$ cat src/rtl/lo_cal_pkg.sv
package lo_cal_pkg;
    typedef enum logic [1:0] {
        ST_SAFE  = 2'd0,
        ST_ARMED = 2'd1,
        ST_CAL   = 2'd2,
        ST_RUN   = 2'd3
    } cal_state_t;

    typedef enum logic [1:0] {
        TC_SLOW   = 2'b00,
        TC_MEDIUM = 2'b01,
        TC_FAST   = 2'b10
    } tc_t;

    localparam int SUB_XTAL = 0;
    localparam int SUB_CTRL = 1;
    localparam logic [1:0] MODE_FAST = 2'b01;
    localparam logic [1:0] MODE_SLOW = 2'b10;
endpackage

$ cat src/rtl/lo_cal_regs.sv
module lo_cal_regs #(
    parameter int ADDR_W = 8,
    parameter int DATA_W = 8,
    parameter int XTAL_W = 2
) (
    input  logic              clk,
    input  logic              rst_n,
    input  logic              wr_stb,
    input  logic [ADDR_W-1:0] wr_addr,
    input  logic [DATA_W-1:0] wr_data,
    input  logic              armed,
    output logic              wr_xtal,
    output logic              wr_ctrl,
    output logic [XTAL_W-1:0] xtal_sel,
    output logic [1:0]        mode,
    output logic              loop_open
);
    import lo_cal_pkg::*;

    always_comb begin
        wr_xtal = wr_stb && (wr_addr == ADDR_W'(SUB_XTAL));
        wr_ctrl = wr_stb && (wr_addr == ADDR_W'(SUB_CTRL));
    end

    always_ff @(posedge clk or negedge rst_n) begin
        if (!rst_n) begin
            xtal_sel  <= '0;
            mode      <= '0;
            loop_open <= 1'b0;
        end else begin
            if (wr_xtal)
                xtal_sel <= wr_data[XTAL_W-1:0];
            if (wr_ctrl && armed) begin
                mode      <= wr_data[1:0];
                loop_open <= wr_data[2];
            end
        end
    end
endmodule

$ cat src/rtl/lo_cal_fsm.sv
module lo_cal_fsm #(
    parameter int CW_W       = 6,
    parameter int CNT_W      = 10,
    parameter int TARGET_CNT = 432
) (
    input  logic                     clk,
    input  logic                     rst_n,
    input  logic                     wr_xtal,
    input  logic                     wr_ctrl,
    input  logic                     meas_valid,
    input  logic [CNT_W-1:0]         meas_cnt,
    input  logic                     in_lock,
    output lo_cal_pkg::cal_state_t   state,
    output logic [CW_W-1:0]          ctrl_word,
    output logic                     cal_busy,
    output logic                     armed
);
    import lo_cal_pkg::*;

    localparam logic [CW_W-1:0]  SAFE_CW = {CW_W{1'b1}};
    localparam logic [CNT_W-1:0] TGT     = CNT_W'(TARGET_CNT);

    cal_state_t next_state;
    logic       above_tgt;
    logic       cal_done;
    logic       cal_enter;

    always_comb begin
        above_tgt = meas_cnt > TGT;
        cal_done  = meas_valid && (!above_tgt || ctrl_word == '0);
    end

    always_comb begin
        next_state = state;
        unique case (state)
            ST_SAFE:  if (wr_xtal)   next_state = ST_ARMED;
            ST_ARMED: if (wr_ctrl)   next_state = ST_CAL;
            ST_CAL:   if (cal_done)  next_state = ST_RUN;
            ST_RUN:   if (!in_lock)  next_state = ST_CAL;
        endcase
    end

    always_ff @(posedge clk or negedge rst_n) begin
        if (!rst_n) state <= ST_SAFE;
        else        state <= next_state;
    end

    always_comb cal_enter = (next_state == ST_CAL) && (state != ST_CAL);

    always_ff @(posedge clk or negedge rst_n) begin
        if (!rst_n)
            ctrl_word <= SAFE_CW;
        else if (cal_enter)
            ctrl_word <= SAFE_CW;
        else if (state == ST_CAL && meas_valid && above_tgt && ctrl_word != '0)
            ctrl_word <= ctrl_word - 1'b1;
    end

    always_comb begin
        cal_busy = 1'b0;
        armed    = 1'b0;
        unique case (state)
            ST_SAFE:  begin cal_busy = 1'b0; armed = 1'b0; end
            ST_ARMED: begin cal_busy = 1'b0; armed = 1'b1; end
            ST_CAL:   begin cal_busy = 1'b1; armed = 1'b1; end
            ST_RUN:   begin cal_busy = 1'b0; armed = 1'b1; end
        endcase
    end
endmodule

$ cat src/rtl/lo_cal_tcsel.sv
module lo_cal_tcsel (
    input  logic       [1:0] mode,
    input  logic             noisy,
    input  logic             in_lock,
    output lo_cal_pkg::tc_t  tc
);
    import lo_cal_pkg::*;

    always_comb begin
        if (mode == MODE_FAST)
            tc = TC_FAST;
        else if (mode == MODE_SLOW)
            tc = TC_SLOW;
        else if (noisy)
            tc = TC_SLOW;
        else if (!in_lock)
            tc = TC_MEDIUM;
        else
            tc = TC_SLOW;
    end
endmodule

$ cat src/rtl/line_osc_cal_seq.sv
module line_osc_cal_seq #(
    parameter int CW_W       = 6,
    parameter int CNT_W      = 10,
    parameter int TARGET_CNT = 432,
    parameter int ADDR_W     = 8,
    parameter int DATA_W     = 8,
    parameter int XTAL_W     = 2
) (
    input  logic              clk,
    input  logic              rst_n,
    input  logic              wr_stb,
    input  logic [ADDR_W-1:0] wr_addr,
    input  logic [DATA_W-1:0] wr_data,
    input  logic              meas_valid,
    input  logic [CNT_W-1:0]  meas_cnt,
    input  logic              in_lock,
    input  logic              noisy,
    output logic [CW_W-1:0]   ctrl_word,
    output logic              cal_busy,
    output logic [1:0]        tc_sel,
    output logic              loop_open,
    output logic [XTAL_W-1:0] xtal_sel
);
    import lo_cal_pkg::*;

    cal_state_t state;
    tc_t        tc;
    logic       wr_xtal, wr_ctrl, armed;
    logic [1:0] mode;

    lo_cal_regs #(.ADDR_W(ADDR_W), .DATA_W(DATA_W), .XTAL_W(XTAL_W)) u_regs (
        .clk(clk), .rst_n(rst_n), .wr_stb(wr_stb), .wr_addr(wr_addr),
        .wr_data(wr_data), .armed(armed), .wr_xtal(wr_xtal), .wr_ctrl(wr_ctrl),
        .xtal_sel(xtal_sel), .mode(mode), .loop_open(loop_open)
    );

    lo_cal_fsm #(.CW_W(CW_W), .CNT_W(CNT_W), .TARGET_CNT(TARGET_CNT)) u_fsm (
        .clk(clk), .rst_n(rst_n), .wr_xtal(wr_xtal), .wr_ctrl(wr_ctrl),
        .meas_valid(meas_valid), .meas_cnt(meas_cnt), .in_lock(in_lock),
        .state(state), .ctrl_word(ctrl_word), .cal_busy(cal_busy), .armed(armed)
    );

    lo_cal_tcsel u_tc (.mode(mode), .noisy(noisy), .in_lock(in_lock), .tc(tc));

    assign tc_sel = tc;
endmodule

$ cat config.mk
export PLATFORM = sky130hd
export DESIGN_NAME = line_osc_cal_seq
export DESIGN_NICKNAME = d
export VERILOG_FILES = /design/src/rtl/lo_cal_pkg.sv /design/src/rtl/lo_cal_regs.sv /design/src/rtl/lo_cal_fsm.sv /design/src/rtl/lo_cal_tcsel.sv /design/src/rtl/line_osc_cal_seq.sv
export SDC_FILE = /design/constraint.sdc
export NUM_CORES = 1
export LEC_CHECK = 0
export BUFFER_PORTS_ARGS = -buffer_cell sky130_fd_sc_hd__buf_2
export CAP_MARGIN = 25
export CORE_AREA = 2 2 43 55
export CTS_CLUSTER_SIZE = 30
export DETAILED_ROUTE_END_ITERATION = 6
export DIE_AREA = 0 0 45 57
export PLACE_DENSITY = 0.72
export SYNTH_ARGS = -nofsm -noshare
export SYNTH_HDL_FRONTEND = slang
export SYNTH_HIERARCHICAL = 1
export SYNTH_SLANG_ARGS = --single-unit
$ cat constraint.sdc
create_clock -name clk -period 2.1 [get_ports clk]
set_input_delay 0 -clock clk [delete_from_list [all_inputs] [get_ports clk]]
set_output_delay 0 -clock clk [all_outputs]
set_load 0.01 [all_outputs]
### Word-level counts from Yosys, hierarchy flattened

Cells that the tools add are included.

| cells by class | value |
|---|---|
| add/subtract/negate cells | 1 |
| $mul | 0 |
| divide/modulo/power cells | 0 |
| $lt $le $gt $ge | 1 |
| equal/unequal tests | 8 |
| shift-type cells | 0 |
| multiplexer cells | 13 |
| bitwise gates (word level) | 0 |
| reductions and logical operators | 17 |

Operators with widths:

| operator | count |
|---|---|
| 2-to-1 mux 2 bit | 7 |
| 2-to-1 mux 6 bit | 2 |
| > comparator 10 x 9 -> 1 bit, second input constant | 1 |
| == test 2 bit, second input constant | 4 |
| == test 8 x 1 -> 1 bit, second input constant | 1 |
| logical AND 1 bit | 8 |
| zero test 8 bit | 1 |
| case mux 2 bit (4 select lines) | 1 |
| zero test 6 bit | 1 |
| nonzero test 6 bit | 1 |
| OR reduction 3 bit | 2 |
| subtractor 6 x 1 -> 6 bit, second input constant | 1 |
| == test 2 x 1 -> 1 bit, second input constant | 2 |
| case mux 1 bit (2 select lines) | 2 |
| zero test 2 bit | 1 |
| inequality test 2 bit, second input constant | 1 |
| nonzero test 2 bit | 1 |
| zero test 1 bit | 1 |
| logical OR 1 bit | 1 |
| 2-to-1 mux 1 bit | 1 |

| word-level totals | value |
|---|---|
| bits in registers | 13 |
| latch bits | 0 |
| RAM bits | 0 |
| bits in read-only memories | 0 |
| input bits | 32 |
| word-level logic and storage cells | 45 |
| memories kept | 0 |

### Longest topological paths before layout

Gate-level depths: netlist of the first run.

| depth | value |
|---|---|
| depth in word-level cells | 9 |
| depth in mapped cells | 6 |

### Modules after synthesis

The synthesis of the first run kept the hierarchy.

By module, submodules not included:

| module | times used | cells each | area each (sq um) | sequential area each (sq um) |
|---|---|---|---|---|
| lo_cal_fsm | 1 | 58 | 576.8 | 207.7 |
| lo_cal_regs | 1 | 15 | 250.2 | 125.1 |
| lo_cal_tcsel | 1 | 3 | 33.8 | 0.0 |

### Worst setup path before layout of the first run

No wires, ideal clock.

| timing path | value |
|---|---|
| kind | reg-to-reg |
| start point | register u_fsm.ctrl_word[0] |
| end point | register u_fsm.ctrl_word[5] |
| arrival time | 1.459 ns |
| path slack | 0.566 ns |
| cell stages (with the launch flop) | 7 |
| buffers on the path | 0 |
| cell sequence | dfstp_2 inv_1 ha_1 nor3b_2 a22oi_4 nand4_1 mux2i_1 |

| between the ends | value |
|---|---|
| longest elaborated chain between the ends | 8 |

RTL lines:

| element | line | source |
|---|---|---|
| start: declaration | lo_cal_fsm.sv:14 | `output logic [CW_W-1:0] ctrl_word,` |
| start signal: assignment | lo_cal_fsm.sv:56 | `ctrl_word <= ctrl_word - 1'b1;` |
| zero test 6 bit | lo_cal_fsm.sv:30 | `cal_done = meas_valid && (!above_tgt \|\| ctrl_word == '0);` |
| logical OR 1 bit | lo_cal_fsm.sv:30 |  |
| logical AND 1 bit | lo_cal_fsm.sv:30 |  |
| 2-to-1 mux 2 bit | lo_cal_fsm.sv:38 | `ST_CAL: if (cal_done) next_state = ST_RUN;` |
| case mux 2 bit (4 select lines) | lo_cal_fsm.sv:35 | `unique case (state)` |
| == test 2 bit | lo_cal_fsm.sv:48 | `always_comb cal_enter = (next_state == ST_CAL) && (state != ST_CAL);` |
| logical AND 1 bit | lo_cal_fsm.sv:48 |  |
| 2-to-1 mux 6 bit / nonzero test 2 bit (equally long branches) | -- |  |

Parallel ways exist; a longest one is shown, timed or not. The select of a mux whose other input is x is not followed.
A chain may end at the register's enable or synchronous reset.

### Final worst setup path of the first run

Same ends and word-level chain as after synthesis.

==> metrics.txt, run 1 <==
status finished, final reports clean; initial antenna violation count 0; Max VDD drop 0.0003843 V; hold crit path type input port to flop; Num Clock Sinks 13; Slew headroom 76.58%; Startpoint Class flop; Async S/R FF share, synth 100.0%; final period utilization 80.34%; setup TNS 0 ns; crit path cell chain inv_1 > ha_1 > nor3b_2 > a22oi_4 > nand4_1 > mux2i_1; routed wire length 1720 µm; Worst-Margin Slew 0.3501 ns; Final setup viols 0; H-tree depth 1; drc violations 0; post-CTS sizing 0; Pins Over Slew Limit 0; Worst path depth 6; Top delay family on crit path flip-flops; Max Root-Sink Buffers 2; Syn Area/Cell 11.33 µm²; Detailed Routing Iterations Pass 1 4; layout cells sized above 1 55.83%; Mapped Area 860.8 µm²; leakage 0.6128 nW; num rows 19; pin count of the biggest net entering global routing 14; Area Overhead vs Synth 30.67%; Distinct cells, synth 38; Post-synth top flop dfrtp_1; worst hold slack 0.02434 ns; Worst Hold Path Cells 3; Die W 45 µm; Pwr Total 0.5542 mW; Die H 57 µm; post-route setup slack 0.4128 ns; Worst Path Arrival 1.88 ns; DR vias/cell 5.113; FF+latch count, synth 13; worst skew pair latency 0.27 ns; ANT nets after route 0; Setup WS pre-CTS 0.4568 ns; DR vias 721; Post-Synthesis Cells 76; NumNets Final 154; worst r2r path cells 6; ANT cells 0; WP buf/inv 1; die area 0.002565 mm²; DR WL/cell 12.20 µm; post-synth top area share 20.35%; most common cell after layout, fill and taps aside buf_2; DRT iter0 DRCs 15; yosys synthesis warning count 6; number of global-route vias before repair 687; cell taking the most area after synthesis dfrtp_1; worst-path maximum fanout 9; unrepaired setup endpoints after global routing no; Max stage delay on crit path 0.58 ns; gr usage total 14.68%; most frequent cells in the layout buf_2 (38), nor2_1 (7), dfrtp_1 (7); count of final hold-check violations 0; PwrDens 492.7 mW/mm²; EDFF count, synth 0; gpl congestion 0.6949; Setup CP Type flop to flop; Synth Net Count 109; TritonCTS Buffers 3; CP required 2.30 ns; Root Buffer clkbuf_4; core area 0.002092 mm²; GRT Residual Overflow 0; Clock transition at path regs 0.08 ns; Fillers 186; global-route wire length before repair 2773 µm; Multi-input gate area 494.2 µm²; # port buffers 38; Area contributors post-synth dfrtp_1 (20%), dfstp_2 (18%), mux2_2 (6.5%); post-synthesis sequential area ratio 38.66%; slowest cell on the critical path dfstp_2; dpl hpwl 1364 µm; Max-Cap Viols 0; io pins 44; Post-Layout Cell Count 141; Cells after DPL 133; Period minus WS final 1.687 ns; CTS tree yes; upper clock frequency limit 592.7 MHz; crit end category flop; Initial Util 41.15%; Setup Skew 0.003209 ns; register area 332.8 µm²
==> through the flow <==
step,util [%],cell area (µm²)
after floorplan,-,860.8
after global placement,50.60,1059
after detailed placement,50.60,1059
after CTS,53.77,1125
after global routing,53.77,1125
final,53.77,1125
==> final timing paths <==
check / start / end / slack [ns]
worst max-delay path: u_fsm/ctrl_word[0] / u_fsm/ctrl_word[5] / 0.41
worst min-delay path: in_lock / u_fsm/state[0] / 0.02
worst max register to register: u_fsm/ctrl_word[0] / u_fsm/ctrl_word[5] / 0.41
worst min register to register: u_regs/xtal_sel[0] / u_regs/xtal_sel[0] / 0.52
max in group asynchronous: rst_n / u_fsm/ctrl_word[4] / 1.69
min in group asynchronous: rst_n / u_regs/mode[1] / 0.14
==> sequential cells by signal, summed over array words and instances (netlist names) <==
| name | flops |
|---|---|
| u_regs/mode | 2 |
| u_regs/xtal_sel | 2 |
| u_fsm/ctrl_word | 6 |
| u_fsm/state | 2 |
| u_regs/loop_open | 1 |
==> tightest hold or removal path: stages <==
cell,delay (ns)
buf_2,0.12
nand2_1,0.06
a31oi_1,0.07
==> area by class of cell <==
cell class | count | area share [%]
Clock buffer | 4 | 2.336
Inverter | 4 | 1.335
Multi-Input combinational cell | 57 | 43.94
Sequential cell | 13 | 29.59
Tap cell | 21 | 2.336
Timing Repair Buffer | 42 | 20.47
==> synthesized netlist by cell type (2+ instances only) <==
library cell and n:
nor2_1 7, a31oi_1 2, dfrtp_1 7, mux2_2 5, nand3_1 3, mux2i_1 4, nand4_1 2, a21oi_1 5
nor4_4 2, dfstp_2 6, inv_1 4, nand2_1 3
==> power by group <==
part | internal [mW] | switching, mW | leakage [nW]
clock network | 0.0735 | 0.0760 | 0.0150
registers | 0.268 | 0.0196 | 0.159
logic | 0.0622 | 0.0547 | 0.439
==> routing by layer <==
layer | track usage [%] | part of all wire [%] | vias up
li1 | - | - | 367
met1 | 17.31 | 44 | 324
met2 | 23.67 | 48 | 28
met3 | 3.481 | 7.2 | 2
met4 | 8.403 | 0.81 | 0
met5 | 0 | 0 | -
==> repair_timing <==
action,in CTS,in global routing
hold buffers,4,0
endpoints found under the hold margin,18,0
buffers inserted,0,0
==> cells by family (layout without fill, tap and decap cells) <==
group                      count (synthesis)  after routing  share of synthesized area, %
and+or+nand+nor                           33             33                         30.96
AOI/OAI and AO/OA                         14             14                         13.81
DFF                                       13             13                         38.66
muxes                                      9              9                         11.19
buffers and inverters                      6             50                         3.924
adders and majority gates                  1              1                         1.453
Note: power is estimated with default switching activity, not from simulation.
==> run 2, diff against run 1 <==
--- a/config.mk
+++ b/config.mk
@@ -5,12 +5,13 @@
 export SDC_FILE = /design/constraint.sdc
 export NUM_CORES = 1
 export LEC_CHECK = 0
+export ABC_AREA = 1
 export BUFFER_PORTS_ARGS = -buffer_cell sky130_fd_sc_hd__buf_2
 export CAP_MARGIN = 25
-export CORE_AREA = 2 2 43 55
+export CORE_AREA = 2 2 44 57
 export CTS_CLUSTER_SIZE = 30
 export DETAILED_ROUTE_END_ITERATION = 6
-export DIE_AREA = 0 0 45 57
+export DIE_AREA = 0 0 46 59
 export PLACE_DENSITY = 0.72
 export SYNTH_ARGS = -nofsm -noshare
 export SYNTH_HDL_FRONTEND = slang
==> constraint.sdc (replaced) <==
create_clock -name clk -period 1.7 [get_ports clk]
set_input_delay 0 -clock clk [delete_from_list [all_inputs] [get_ports clk]]
set_output_delay 0 -clock clk [all_outputs]
set_load 0.01 [all_outputs]
==> metrics.txt, run 2 <==
DRT iter0 DRCs 22 (+7); FF+latch count, synth 13 (unchanged); routed wire length 2152 µm (+25%); TritonCTS Buffers 3 (unchanged); gr usage total 17.84% (+3.2 points); crit end category flop; status finished, final reports clean; pin count of the biggest net entering global routing 14 (unchanged); max reg flops 6 (unchanged); Synth Net Count 165 (+51%); most frequent cell after synthesis nand2_1; unrepaired setup endpoints after global routing no; worst-path maximum fanout 7 (-2); PwrDens 506.1 mW/mm² (+2.7%); CTS tree yes; postcts setup bufs 0 (unchanged); layout cells sized above 1 39.33% (-17 points); global-route wire length before repair 3636 µm (+31%); Post-Synthesis Cells 132 (+74%); Root Buffer clkbuf_4; number of global-route vias before repair 942 (+37%); Setup CP Type flop to flop; Post-synth top flop dfrtp_1; Fillers 211 (+13%); worst skew pair latency 0.27 ns (about the same); Clock transition at path regs 0.08 ns (about the same); Die W 46 µm (+2.2%); dpl hpwl 1729 µm (+27%); io pins 44 (unchanged); Initial Util 43.98% (+2.8 points); Final setup viols 0 (unchanged); setup TNS 0 ns (unchanged); yosys synthesis warning count 6 (unchanged); core area 0.002140 mm² (+2.3%); Max Root-Sink Buffers 2 (unchanged); post-CTS sizing 0 (unchanged); DR vias 994 (+38%); Area Overhead vs Synth 29.65%; Die H 59 µm (+3.5%); Worst Hold Path Cells 5 (+2); H-tree depth 1 (unchanged); Num Clock Sinks 13 (unchanged); hold crit path type input port to flop; most frequent cells in the layout nand2_1 (41), buf_2 (38), inv_1 (19); worst r2r path cells 7 (+1); post-synthesis sequential area ratio 35.37% (-3.3 points); cell taking the most area after synthesis dfrtp_1; Startpoint Class flop; Area contributors post-synth dfrtp_1 (19%), dfstp_2 (17%), nand2_1 (16%); NumNets Final 212 (+38%); num rows 19 (unchanged); drc violations 0 (unchanged); Async S/R FF share, synth 100.0% (unchanged); Worst-Margin Slew 0.4444 ns (+0.09434 ns); Detailed Routing Iterations Pass 1 4 (unchanged); internal reg-to-reg setup slack 0.16 ns (-0.26 ns); DR vias/cell 4.995 (-2.3%); WHS Endpoint u_fsm/state[0]; final period utilization 90.76% (+10 points); ANT nets after route 0 (unchanged); Top reg by flops u_fsm/ctrl_word; Distinct cells, synth 25 (-34%); gpl congestion 0.7594 (+9.3%); CP required 1.92 ns (-0.38 ns); Setup Skew 0.001838 ns (-0.001371 ns); Syn Area/Cell 7.128 µm² (-37%); ANT cells 0 (unchanged); cts hold-fix bufs 4 (unchanged); initial antenna violation count 0 (unchanged); Slew headroom 70.28% (-6.3 points); Pins Over Slew Limit 0 (unchanged); Period minus WS final 1.543 ns (-0.1443 ns); Hold Path Origin meas_valid; Max-Cap Viols 0 (unchanged); upper clock frequency limit 648.1 MHz (+9.4%); Worst Path Arrival 1.76 ns (-0.12 ns); worst r2r dst u_fsm/ctrl_word[1]; most frequent cells after synthesis nand2_1 (41), inv_1 (19), nand3_1 (15); most common cell after layout, fill and taps aside nand2_1; Reg-to-Reg Start u_fsm/ctrl_word[0]; die area 0.002714 mm² (+5.8%); Mapped Area 940.9 µm² (+9.3%); Max VDD drop 0.0003124 V (-19%); count of final hold-check violations 0 (unchanged); leakage 0.7038 nW (+15%); Pwr Total 0.6174 mW (+11%); EDFF count, synth 0 (unchanged); # port buffers 38 (unchanged); DR WL/cell 10.81 µm (-11%); post-synth top area share 18.62% (-1.7 points); GRT Residual Overflow 0 (unchanged)
-- run 2: critical path, stage by stage (launching register included) --
cell and delay [ns]:
dfstp_2 0.56, inv_1 0.08, ha_1 0.25, nand4_2 0.14, nand4_4 0.17, nand2_2 0.16, nand2_1 0.08, nand2_1 0.06
-- run 2: how the worst max path moves through the flow --
stage                             from                  to
finish              u_fsm/ctrl_word[0]  u_fsm/ctrl_word[1]
global placement    u_fsm/ctrl_word[0]  u_fsm/ctrl_word[4]
global route        u_fsm/ctrl_word[0]  u_fsm/ctrl_word[3]
floorplan           u_fsm/ctrl_word[0]  u_fsm/ctrl_word[4]
detailed placement  u_fsm/ctrl_word[0]  u_fsm/ctrl_word[4]
CTS                 u_fsm/ctrl_word[0]  u_fsm/ctrl_word[1]
-- run 2: layer usage --
layer / track usage [%] / part of all wire [%] / vias to the layer above
met2: 29.76 / 51 / 32
met1: 22.14 / 43 / 452
met5: 0 / 0 / -
met3: 1.829 / 4.8 / 2
li1: - / - / 508
met4: 8.980 / 1.1 / 0
-- run 2: cell type report --
cell class	count	area, µm²	share of cell area, %
clock buffers	4	26.28	2.154
flip-flops and latches	13	332.8	27.28
inverters	20	76.32	6.256
repair buffers	43	237.7	19.49
multi-input cells	98	520.5	42.67
well taps	21	26.28	2.154
-- run 2: per-stage QoR --
| step | worst slack, ns | util [%] | hold WS [ns] | area, µm² | instances |
|---|---|---|---|---|---|
| after floorplan | 0.2878 | - | -0.2956 | 940.9 | 132 |
| after global placement | 0.2104 | 53.92 | -0.1017 | 1154 | 191 |
| after detailed placement | 0.1873 | 53.92 | -0.09106 | 1154 | 191 |
| after CTS | 0.1588 | 57.02 | 0.09519 | 1220 | 199 |
| after global routing | 0.06566 | 57.02 | 0.1125 | 1220 | 199 |
| final | 0.1571 | 57.02 | 0.09767 | 1220 | 199 |
-- run 2: kinds of logic (layout without fill, tap and decap cells) --
group,after synthesis,after routing,share of synthesized area [%]
simple gates,93,93,50.53
buf+inv,21,67,9.308
flops,13,13,35.37
compound gates,4,4,3.457
fa+ha+maj,1,1,1.330
-- run 2: report_power, final --
part           switching, mW  leakage, nW  internal (mW)
Combinational         0.0554        0.530         0.0490
Clock                  0.101       0.0150         0.0907
Sequential           0.00494        0.159          0.317
